==> src/rtl/cpf_pkg.sv <==
`timescale 1ns/1ps
package cpf_pkg;
    localparam int unsigned DEF_SAMPLE_W = 10;
    localparam int unsigned DEF_WIN      = 6;
    localparam int unsigned DEF_SUM_W    = 13;
    localparam int unsigned DEF_CODE_W   = 8;
    localparam int unsigned DEF_CNT_W    = 12;
    localparam int unsigned DEF_LO_END   = 64;
    localparam int unsigned DEF_MID_END  = 320;
    localparam int unsigned DEF_MID_SH   = 2;
    localparam int unsigned DEF_HI_SH    = 4;

    typedef enum logic [1:0] {
        SEG_FINE   = 2'd0,
        SEG_MEDIUM = 2'd1,
        SEG_COARSE = 2'd2
    } seg_e;
endpackage

==> src/rtl/cpf_window_sum.sv <==
`timescale 1ns/1ps
module cpf_window_sum
    import cpf_pkg::*;
#(
    parameter int unsigned SAMPLE_W = DEF_SAMPLE_W,
    parameter int unsigned WIN      = DEF_WIN,
    parameter int unsigned SUM_W    = DEF_SUM_W
) (
    input  logic                clk,
    input  logic                rst,
    input  logic                accept,
    input  logic [SAMPLE_W-1:0] sample,
    output logic [SUM_W-1:0]    win_sum,
    output logic                win_full
);
    localparam int unsigned HIST_N = WIN - 1;
    localparam int unsigned FILL_W = $clog2(WIN) + 1;
    localparam int unsigned RAW_W  = SAMPLE_W + $clog2(WIN) + 1;
    localparam int unsigned ACC_W  = (RAW_W > SUM_W) ? RAW_W : SUM_W + 1;
    localparam logic [ACC_W-1:0] SUM_MAX = ACC_W'({SUM_W{1'b1}});

    typedef struct packed {
        logic [HIST_N-1:0][SAMPLE_W-1:0] hist;
        logic [FILL_W-1:0]               fill;
    } win_state_t;

    win_state_t st_d, st_q;
    logic [ACC_W-1:0] acc;

    always_comb begin
        acc = ACC_W'(sample);
        for (int i = 0; i < int'(HIST_N); i++) begin
            acc = acc + ACC_W'(st_q.hist[i]);
        end
        win_sum  = (acc > SUM_MAX) ? {SUM_W{1'b1}} : acc[SUM_W-1:0];
        win_full = (st_q.fill == FILL_W'(HIST_N));

        st_d = st_q;
        if (accept) begin
            st_d.hist[0] = sample;
            for (int i = 1; i < int'(HIST_N); i++) begin
                st_d.hist[i] = st_q.hist[i-1];
            end
            if (st_q.fill != FILL_W'(HIST_N)) begin
                st_d.fill = st_q.fill + 1'b1;
            end
        end
    end

    always_ff @(posedge clk) begin
        if (rst) st_q <= '0;
        else     st_q <= st_d;
    end
endmodule

==> src/rtl/cpf_peak_sel.sv <==
`timescale 1ns/1ps
module cpf_peak_sel
    import cpf_pkg::*;
#(
    parameter int unsigned SUM_W = DEF_SUM_W,
    parameter int unsigned CNT_W = DEF_CNT_W
) (
    input  logic             clk,
    input  logic             rst,
    input  logic             accept,
    input  logic [SUM_W-1:0] new_sum,
    input  logic             new_full,
    output logic             is_peak,
    output logic [SUM_W-1:0] peak_sum,
    output logic [CNT_W-1:0] peak_bx
);
    typedef struct packed {
        logic [SUM_W-1:0] cur_sum;
        logic             cur_ok;
        logic [SUM_W-1:0] prv_sum;
        logic [CNT_W-1:0] cur_bx;
        logic [CNT_W-1:0] bx_cnt;
    } peak_state_t;

    peak_state_t ps_d, ps_q;
    logic rises, holds;

    always_comb begin
        rises    = ps_q.cur_sum > ps_q.prv_sum;
        holds    = ps_q.cur_sum >= new_sum;
        is_peak  = accept && ps_q.cur_ok && rises && holds;
        peak_sum = ps_q.cur_sum;
        peak_bx  = ps_q.cur_bx;

        ps_d = ps_q;
        if (accept) begin
            ps_d.prv_sum = ps_q.cur_ok ? ps_q.cur_sum : '0;
            ps_d.cur_sum = new_sum;
            ps_d.cur_ok  = new_full;
            ps_d.cur_bx  = ps_q.bx_cnt;
            ps_d.bx_cnt  = ps_q.bx_cnt + 1'b1;
        end
    end

    always_ff @(posedge clk) begin
        if (rst) ps_q <= '0;
        else     ps_q <= ps_d;
    end
endmodule

==> src/rtl/cpf_range_comp.sv <==
`timescale 1ns/1ps
module cpf_range_comp
    import cpf_pkg::*;
#(
    parameter int unsigned SUM_W   = DEF_SUM_W,
    parameter int unsigned CODE_W  = DEF_CODE_W,
    parameter int unsigned LO_END  = DEF_LO_END,
    parameter int unsigned MID_END = DEF_MID_END,
    parameter int unsigned MID_SH  = DEF_MID_SH,
    parameter int unsigned HI_SH   = DEF_HI_SH
) (
    input  logic [SUM_W-1:0]  sum,
    output logic [CODE_W-1:0] code
);
    localparam int unsigned RW      = SUM_W + 1;
    localparam int unsigned HI_BASE = LO_END + ((MID_END - LO_END) >> MID_SH);
    localparam logic [RW-1:0] LO_V   = RW'(LO_END);
    localparam logic [RW-1:0] MID_V  = RW'(MID_END);
    localparam logic [RW-1:0] HIB_V  = RW'(HI_BASE);
    localparam logic [RW-1:0] CMAX_V = RW'((64'd1 << CODE_W) - 64'd1);

    logic [RW-1:0] ext, raw;
    seg_e          seg;

    always_comb begin
        ext = {1'b0, sum};
        if (ext < LO_V)       seg = SEG_FINE;
        else if (ext < MID_V) seg = SEG_MEDIUM;
        else                  seg = SEG_COARSE;

        case (seg)
            SEG_FINE:   raw = ext;
            SEG_MEDIUM: raw = LO_V + ((ext - LO_V) >> MID_SH);
            default:    raw = HIB_V + ((ext - MID_V) >> HI_SH);
        endcase
    end

    generate
        if (CODE_W >= RW) begin : g_wide
            assign code = CODE_W'(raw);
        end else begin : g_clamp
            assign code = (raw > CMAX_V) ? {CODE_W{1'b1}} : raw[CODE_W-1:0];
        end
    endgenerate
endmodule

==> src/rtl/calo_peak_finder.sv <==
`timescale 1ns/1ps
module calo_peak_finder
    import cpf_pkg::*;
#(
    parameter int unsigned SAMPLE_W = DEF_SAMPLE_W,
    parameter int unsigned WIN      = DEF_WIN,
    parameter int unsigned SUM_W    = DEF_SUM_W,
    parameter int unsigned CODE_W   = DEF_CODE_W,
    parameter int unsigned CNT_W    = DEF_CNT_W,
    parameter int unsigned LO_END   = DEF_LO_END,
    parameter int unsigned MID_END  = DEF_MID_END,
    parameter int unsigned MID_SH   = DEF_MID_SH,
    parameter int unsigned HI_SH    = DEF_HI_SH
) (
    input  logic                clk,
    input  logic                rst,
    input  logic                smp_valid,
    input  logic [SAMPLE_W-1:0] smp_data,
    input  logic [SUM_W-1:0]    thresh,
    output logic                out_valid,
    output logic [CODE_W-1:0]   out_energy,
    output logic [CNT_W-1:0]    out_bx,
    output logic                out_over_thr
);
    typedef struct packed {
        logic              valid;
        logic [CODE_W-1:0] energy;
        logic [CNT_W-1:0]  bx;
        logic              over;
    } out_word_t;

    logic [SUM_W-1:0]  win_sum;
    logic              win_full;
    logic              is_peak;
    logic [SUM_W-1:0]  peak_sum;
    logic [CNT_W-1:0]  peak_bx;
    logic [CODE_W-1:0] peak_code;
    out_word_t         ow_d, ow_q;

    cpf_window_sum #(
        .SAMPLE_W (SAMPLE_W),
        .WIN      (WIN),
        .SUM_W    (SUM_W)
    ) u_win (
        .clk      (clk),
        .rst      (rst),
        .accept   (smp_valid),
        .sample   (smp_data),
        .win_sum  (win_sum),
        .win_full (win_full)
    );

    cpf_peak_sel #(
        .SUM_W    (SUM_W),
        .CNT_W    (CNT_W)
    ) u_peak (
        .clk      (clk),
        .rst      (rst),
        .accept   (smp_valid),
        .new_sum  (win_sum),
        .new_full (win_full),
        .is_peak  (is_peak),
        .peak_sum (peak_sum),
        .peak_bx  (peak_bx)
    );

    cpf_range_comp #(
        .SUM_W    (SUM_W),
        .CODE_W   (CODE_W),
        .LO_END   (LO_END),
        .MID_END  (MID_END),
        .MID_SH   (MID_SH),
        .HI_SH    (HI_SH)
    ) u_comp (
        .sum      (peak_sum),
        .code     (peak_code)
    );

    always_comb begin
        ow_d = '0;
        if (is_peak) begin
            ow_d.valid  = 1'b1;
            ow_d.energy = peak_code;
            ow_d.bx     = peak_bx;
            ow_d.over   = (peak_sum >= thresh);
        end
    end

    always_ff @(posedge clk) begin
        if (rst) ow_q <= '0;
        else     ow_q <= ow_d;
    end

    assign out_valid    = ow_q.valid;
    assign out_energy   = ow_q.energy;
    assign out_bx       = ow_q.bx;
    assign out_over_thr = ow_q.over;
endmodule

==> config.mk <==
export PLATFORM = sky130hd
export DESIGN_NAME = calo_peak_finder
export DESIGN_NICKNAME = d
export VERILOG_FILES = /design/src/rtl/cpf_pkg.sv /design/src/rtl/cpf_window_sum.sv /design/src/rtl/cpf_peak_sel.sv /design/src/rtl/cpf_range_comp.sv /design/src/rtl/calo_peak_finder.sv
export SDC_FILE = /design/constraint.sdc
export NUM_CORES = 1
export LEC_CHECK = 0
export ABC_AREA = 1
export BUFFER_PORTS_ARGS = -buffer_cell sky130_fd_sc_hd__buf_2
export CAP_MARGIN = 30
export CORE_MARGIN = 2
export CORE_UTILIZATION = 62
export CTS_CLUSTER_DIAMETER = 100
export DETAILED_ROUTE_END_ITERATION = 7
export PLACE_DENSITY = 0.81
export SYNTH_ARGS = -nofsm -noshare
export SYNTH_HDL_FRONTEND = slang
export SYNTH_HIERARCHICAL = 1
export SYNTH_SLANG_ARGS = --single-unit
==> constraint.sdc <==
create_clock -name clk -period 7.1 [get_ports clk]
set_input_delay 2.13 -clock clk [delete_from_list [all_inputs] [get_ports clk]]
set_output_delay 2.13 -clock clk [all_outputs]
set_load 0.02 [all_outputs]
# After elaboration in Yosys (flattened, before gate mapping)
# Cells that the tools add are included.
op_classes:
  n_addsub: 11
  order_cmp: 7
  n_eq_ne: 3
  mux: 7
  n_bitwise: 1
  reduce_logical: 6
op_table:
  columns: ["cell", "count"]
  rows:
  - ["14-bit by 10-bit adder with 14-bit output", 4]
  - ["14-bit case mux with 2 select lines", 1]
  - ["13-bit greater-or-equal comparator", 2]
  - ["13-bit two-way mux", 2]
  - ["22-bit two-way mux", 1]
  - ["14-bit by 13-bit > comparator with 1-bit output, second input constant", 1]
  - ["14-bit by 8-bit > comparator with 1-bit output, second input constant", 1]
  - ["13-bit by 7-bit subtractor with 14-bit output, second input constant", 1]
  - ["13-bit by 9-bit subtractor with 14-bit output, second input constant", 1]
  - ["7-bit by 12-bit adder with 13-bit output, first input constant", 1]
  - ["13-bit > comparator", 1]
  - ["13-bit by 7-bit less-than comparator with 1-bit output, second input constant", 1]
  - ["13-bit by 9-bit less-than comparator with 1-bit output, second input constant", 1]
  - ["12-bit by 1-bit adder with 12-bit output, second input constant", 1]
  - ["10-bit by 10-bit adder with 11-bit output", 1]
  - ["8-bit by 10-bit adder with 11-bit output, first input constant", 1]
  - ["8-bit two-way mux", 1]
  - ["4-bit by 1-bit adder with 4-bit output, second input constant", 1]
  - ["4-bit by 3-bit == test with 1-bit output, second input constant", 1]
  - ["2-bit two-way mux", 2]
  - ["4-bit by 3-bit != test with 1-bit output, second input constant", 1]
  - ["1-bit logical AND", 3]
  - ["2-bit by 1-bit == test with 1-bit output, second input constant", 1]
  - ["2-bit zero test", 1]
  - ["3 further kinds", 3]
totals:
  regBits: 127
  input_bits: 26
  output_inout_bits: 22
  word_cells: 50

# Logic depth before layout (Yosys ltp)
depth:
  ltp_word: 11
  mapped_depth: 33
  mapped_depth_nobuf: 32

# By module
# The synthesis kept the hierarchy.
by_module_without_submodules:
  columns: ["module", "instances", "cells_each", "area_each_um2", "seq_area_each_um2"]
  rows:
  - ["cpf_window_sum", 1, 441, 3669.8, 1081.0]
  - ["cpf_peak_sel", 1, 394, 2851.5, 1021.0]
  - ["calo_peak_finder", 1, 131, 998.5, 440.4]
  - ["cpf_range_comp", 1, 103, 536.8, 0.0]

# Worst setup path after synthesis
# Ideal clock, no wire load.
synth_path:
  path_kind: "input-to-reg"
  from: "input port smp_data[2]"
  to: "register ow_q, in the netlist out_bx[0]"
  setup_time_ns: 0.064
  arrival_ns: 6.141
  required_time_ns: 7.036
  path_slack_ns: 0.895
  path_stages: 30
  path_buffers: 1
  path_cell_list: "inv_1 fa_1 inv_1 fa_1 fa_1 ha_1 inv_1 fa_1 inv_1 nand3_1 nand2_1 nand2_1 nand2_1 nand3_1 nand2_1 inv_1 ha_1 nand2_1 nor2_1 inv_1 nor2_1 nand2_1 nand2_1 nor2_1 nor2_1 inv_1 nor2_2 inv_2 buf_2 nor2_1"
synth_between:
  elab_chain_cells: 11
synth_lines:
  columns: ["item", "line", "text"]
  rows:
  - ["from (decl)", "calo_peak_finder.sv:18", "input logic [SAMPLE_W-1:0] smp_data,"]
  - ["10-bit by 10-bit adder with 11-bit output (*)", "cpf_window_sum.sv:33", "acc = acc + ACC_W'(st_q.hist[i]);"]
  - ["14-bit by 10-bit adder with 14-bit output (*) (4 in series)", "cpf_window_sum.sv:33", null]
  - ["14-bit by 13-bit > comparator with 1-bit output", "cpf_window_sum.sv:35", "win_sum = (acc > SUM_MAX) ? {SUM_W{1'b1}} : acc[SUM_W-1:0];"]
  - ["13-bit two-way mux (*)", "cpf_window_sum.sv:35", null]
  - ["via win_sum[12]", "calo_peak_finder.sv:32", "logic [SUM_W-1:0] win_sum;"]
  - ["13-bit greater-or-equal comparator (*)", "cpf_peak_sel.sv:30", "holds = ps_q.cur_sum >= new_sum;"]
  - ["1-bit logical AND (*)", "cpf_peak_sel.sv:31", "is_peak = accept && ps_q.cur_ok && rises && holds;"]
  - ["via is_peak", "calo_peak_finder.sv:34", "logic is_peak;"]
  - ["1-bit inverter (no line) (*)", null, null]
  - ["2-bit OR reduction (no line) (*)", null, null]
  - ["to (signal assigned)", "calo_peak_finder.sv:91", "else ow_q <= ow_d;"]
  - ["to (decl)", "calo_peak_finder.sv:38", "out_word_t ow_d, ow_q;"]
# The timed path passes the listed nets; every way through them passes the cells marked *.
# A chain may end at the register's enable or synchronous reset.

# Final worst setup path
layout_path:
  from: "input port smp_data[2]"
  to: "register ow_q, in the netlist out_over_thr"
# Same word-level chain as after synthesis.

==> flow_metrics.py <==
metrics = {
    "global_routing": {
        "grt_max_degree": 91,
        "grt_overflow": 0,
        "grt_use_total_pct": 23.4,
        "grt_pass1_vias": 6135,
        "grt_antenna_before_repair": 0,
        "grt_pass1_wl_um": 26700,
    },
    "layout": {
        "area.growth.synth_to_final_pct": 8.29,
        "final_area_mm2": 0.00872,
        "finalNetCount": 1197,
        "multi_input_area_mm2": 0.00420,
        "drive_gt1_share_pct": 12.3,
        "antenna_cells": 0,
        "nFillCells": 1050,
        "final-seq-area_mm2": 0.00254,
        "fin_util_pct": 68.9,
    },
    "detailed_routing": {
        "drc_errors": 0,
        "vias_per_cell": 5.07,
        "drt_iter0_markers": 365,
        "via_count": 6390,
        "detail-route-antenna-nets": 0,
        "avgRoutedWirePerCell_um": 12.2,
        "routed_wl_um": 15300,
        "firstDrtPassIters": 5,
    },
    "place": {
        "port_buffers": 47,
        "placed_area_mm2": 0.00813,
        "dp_slack_ps": 337,
        "gp_congestion": 0.855,
        "dpl.hpwl_um": 10300,
    },
    "synth": {
        "synth_area_mm2": 0.00806,
        "yosys_warnings": 6,
        "syn_inst": 1069,
        "syn_area_per_cell_um2": 7.54,
        "yosysUniqueCellTypes": 42,
        "synth_seq_cells": 127,
        "ys_seq_area_share_pct": 31.6,
        "syn_nets": 1190,
    },
    "timing": {
        "final_max_slew_viol_count": 0,
        "finalHoldViolations": 0,
        "fin_ws_ps": 757,
        "min_period_ps": 6340,
        "finalCritPeriodShare_pct": 89.3,
        "worstMarginPinSlew_ps": 924,
        "skew_ps": 11.6,
        "max_freq_mhz": 158,
        "tns_ps": 0,
        "slew_headroom_pct": 38.4,
        "rsz0062_at_grt": "no",
        "setup_viol": 0,
    },
    "clocking": {
        "cts_max_path_buffers": 2,
        "clkLatencyLatePin_ps": 430,
        "hold_buffers": 0,
        "cts_tree": "built",
        "clock_sinks": 127,
        "cts-buffers-inserted": 17,
        "root_buffer": "clkbuf_16",
        "h-tree-depth": 4,
        "clk_pin_slew_ps": 60,
        "postCtsSetupRepairBufs": 0,
        "post_cts_resized": 0,
    },
    "worst_setup_path": {
        "arrival_ps": 6640,
        "crit_slowest_cell": "fa_1",
        "path_max_fanout": 21,
        "critical_path_buf_inv_count": 9,
        "r2r-end": "out_over_thr",
        "r2r_slack_ps": 2230,
        "worstSetupPathType": "in2reg",
        "cp-end-kind": "flop",
        "rr_worst_depth": 28,
        "required_ps": 7400,
        "slowest_delay_ps": 560,
        "crit_family": "adder cells",
        "start_kind": "input port",
        "worstReg2RegStart": "u_win/st_q[6]",
    },
    "floorplanning": {
        "initial_utilization_pct": 63.6,
        "coreArea_mm2": 0.0127,
        "die_w_um": 118,
        "die_y_um": 118,
        "die-area_mm2": 0.0139,
        "ios": 48,
        "row_count": 41,
    },
    "job": {
        "max_cap_violations": 0,
    },
    "power_and_ir_drop": {
        "ir_drop_mv": 0.229,
        "powerDensity_mw_per_mm2": 320,
        "p_leak_uw": 0.00424,
    },
    "hold_path": {
        "hold_start": "u_peak/peak_bx[11]",
        "holdPathStages": 2,
        "min_path_type": "reg2reg",
        "hold_end": "out_bx[11]",
    },
    "outcome": {
        "status": "finished clean",
    },
}
-- area by class of cell --
cell class	count	area share [%]
Tap cell	172	2.47
Timing Repair Buffer	49	2.90
Clock buffer	17	4.88
Multi-Input combinational cell	637	48.2
Inverter	244	10.6
Sequential cell	127	29.1
Clock inverter	15	1.89
-- flip-flops by register name, summed over array words and instances (netlist names) --
register,flops
u_win/st_q,54
out_bx,12
out_over_thr,1
u_peak/ps_q,26
u_peak/peak_bx,12
out_valid,1
u_peak/peak_sum,13
out_energy,8
-- worst reg2reg max path, delay by kind of cell (launching register included) --
| family | cells | cell delay [ps] |
|---|---|---|
| and+or+nand+nor | 12 | 830 |
| xor gates and xnor gates | 1 | 150 |
| adders and majority gates | 6 | 2480 |
| buffers and inverters | 8 | 820 |
| DFF | 1 | 320 |
| AOI/OAI and AO/OA | 1 | 140 |
-- cells by family after synthesis --
family | count (synthesis) | share of synthesized area, %
and+or+nand+nor | 382 | 20.5
buffers and inverters | 305 | 16.3
AOI/OAI and AO/OA | 152 | 12.3
DFF | 127 | 31.6
adders and majority gates | 95 | 18.5
xor gates and xnor gates | 8 | 0.870
-- per-stage QoR --
stage               power [uW]  cells  hold WS [ps]
global placement          1870   1229           409
detailed placement        1910   1229           415
finish                    2790   1261           424
floorplan                 1710   1069           441
global route              3020   1261           439
CTS                       2800   1261           425
-- cell usage in the layout, fill, tap and decap left out, types with 3 or more instances in the layout --
cell and count:
inv_1 235, nand2_1 186, dfxtp_1 127, nor2_1 102, a21oi_1 71, ha_1 55
nand3_1 54, buf_2 46, fa_1 40, o21ai_0 28, a211oi_1 21, a211oi_2 19
clkbuf_16 17, nor2_2 7, inv_2 7, nand2_2 7, nor3_1 7, xor2_1 7
inv_6 6, nand4_1 6, inv_8 4, nor2_4 3, buf_4 3, o211ai_1 3
-- layer usage --
metal  vias to the layer above  track usage, %  wire length (um)
li1                       3293               -                 -
met1                      2938            28.3              6810
met2                       131            40.0              7510
met3                        28            4.89               611
met4                         0            10.7               398
met5                         -               0                 0
-- how the worst max path moves through the flow --
| stage | start | to | slack (ps) | depth (start not counted) |
|---|---|---|---|---|
| finish | smp_data[2] | out_over_thr | 760 | 29 |
| global route | smp_data[2] | out_over_thr | 360 | 29 |
| CTS | smp_data[2] | out_over_thr | 750 | 29 |
| detailed placement | smp_data[2] | out_over_thr | 340 | 29 |
| global placement | smp_data[2] | out_over_thr | 480 | 29 |
| floorplan | smp_data[2] | out_bx[0] | 900 | 30 |
-- power breakdown --
| part | internal [uW] | leakage [uW] | total, uW | switching, uW |
|---|---|---|---|---|
| sequential | 755 | 0.00104 | 818 | 62.5 |
| combinational | 409 | 0.00291 | 1100 | 692 |
| clock | 500 | 0.000290 | 873 | 373 |
| total | 1660 | 0.00424 | 2790 | 1130 |
-- Yosys cell counts --
cell type,count,share of area [%]
xor2_1,7,0.76
a211oi_2,19,3.0
or2_1,2,0.16
o21ai_0,28,1.7
clkbuf_1,12,0.56
and2_1,1,0.078
nand3b_1,1,0.093
o21ai_2,2,0.22
buf_2,18,1.1
a21o_1,1,0.093
nor2_8,1,0.25
nand4_1,6,0.47
dfxtp_1,127,32
o211ai_1,3,0.28
xnor2_1,1,0.11
nand2_4,1,0.14
inv_2,7,0.33
buf_4,26,2.4
a211oi_1,21,2.0
nor2_2,7,0.54
nor2_4,3,0.42
a21oi_1,71,4.4
o21bai_1,2,0.19
o31ai_1,1,0.093
nor3_4,1,0.20
nand2_1,186,8.7
nand3_1,54,3.4
nor3_2,1,0.12
nor3b_1,1,0.093
o21ai_1,2,0.12
buf_6,4,0.56
fa_1,40,9.9
nor2_1,102,4.8
nand2_2,7,0.54
inv_1,235,11
a22oi_1,1,0.093
ha_1,55,8.5
buf_8,1,0.19
nor3b_2,1,0.16
inv_4,2,0.16
nor3_1,7,0.43
a21oi_4,1,0.20
(Power assumes the default switching activity.)
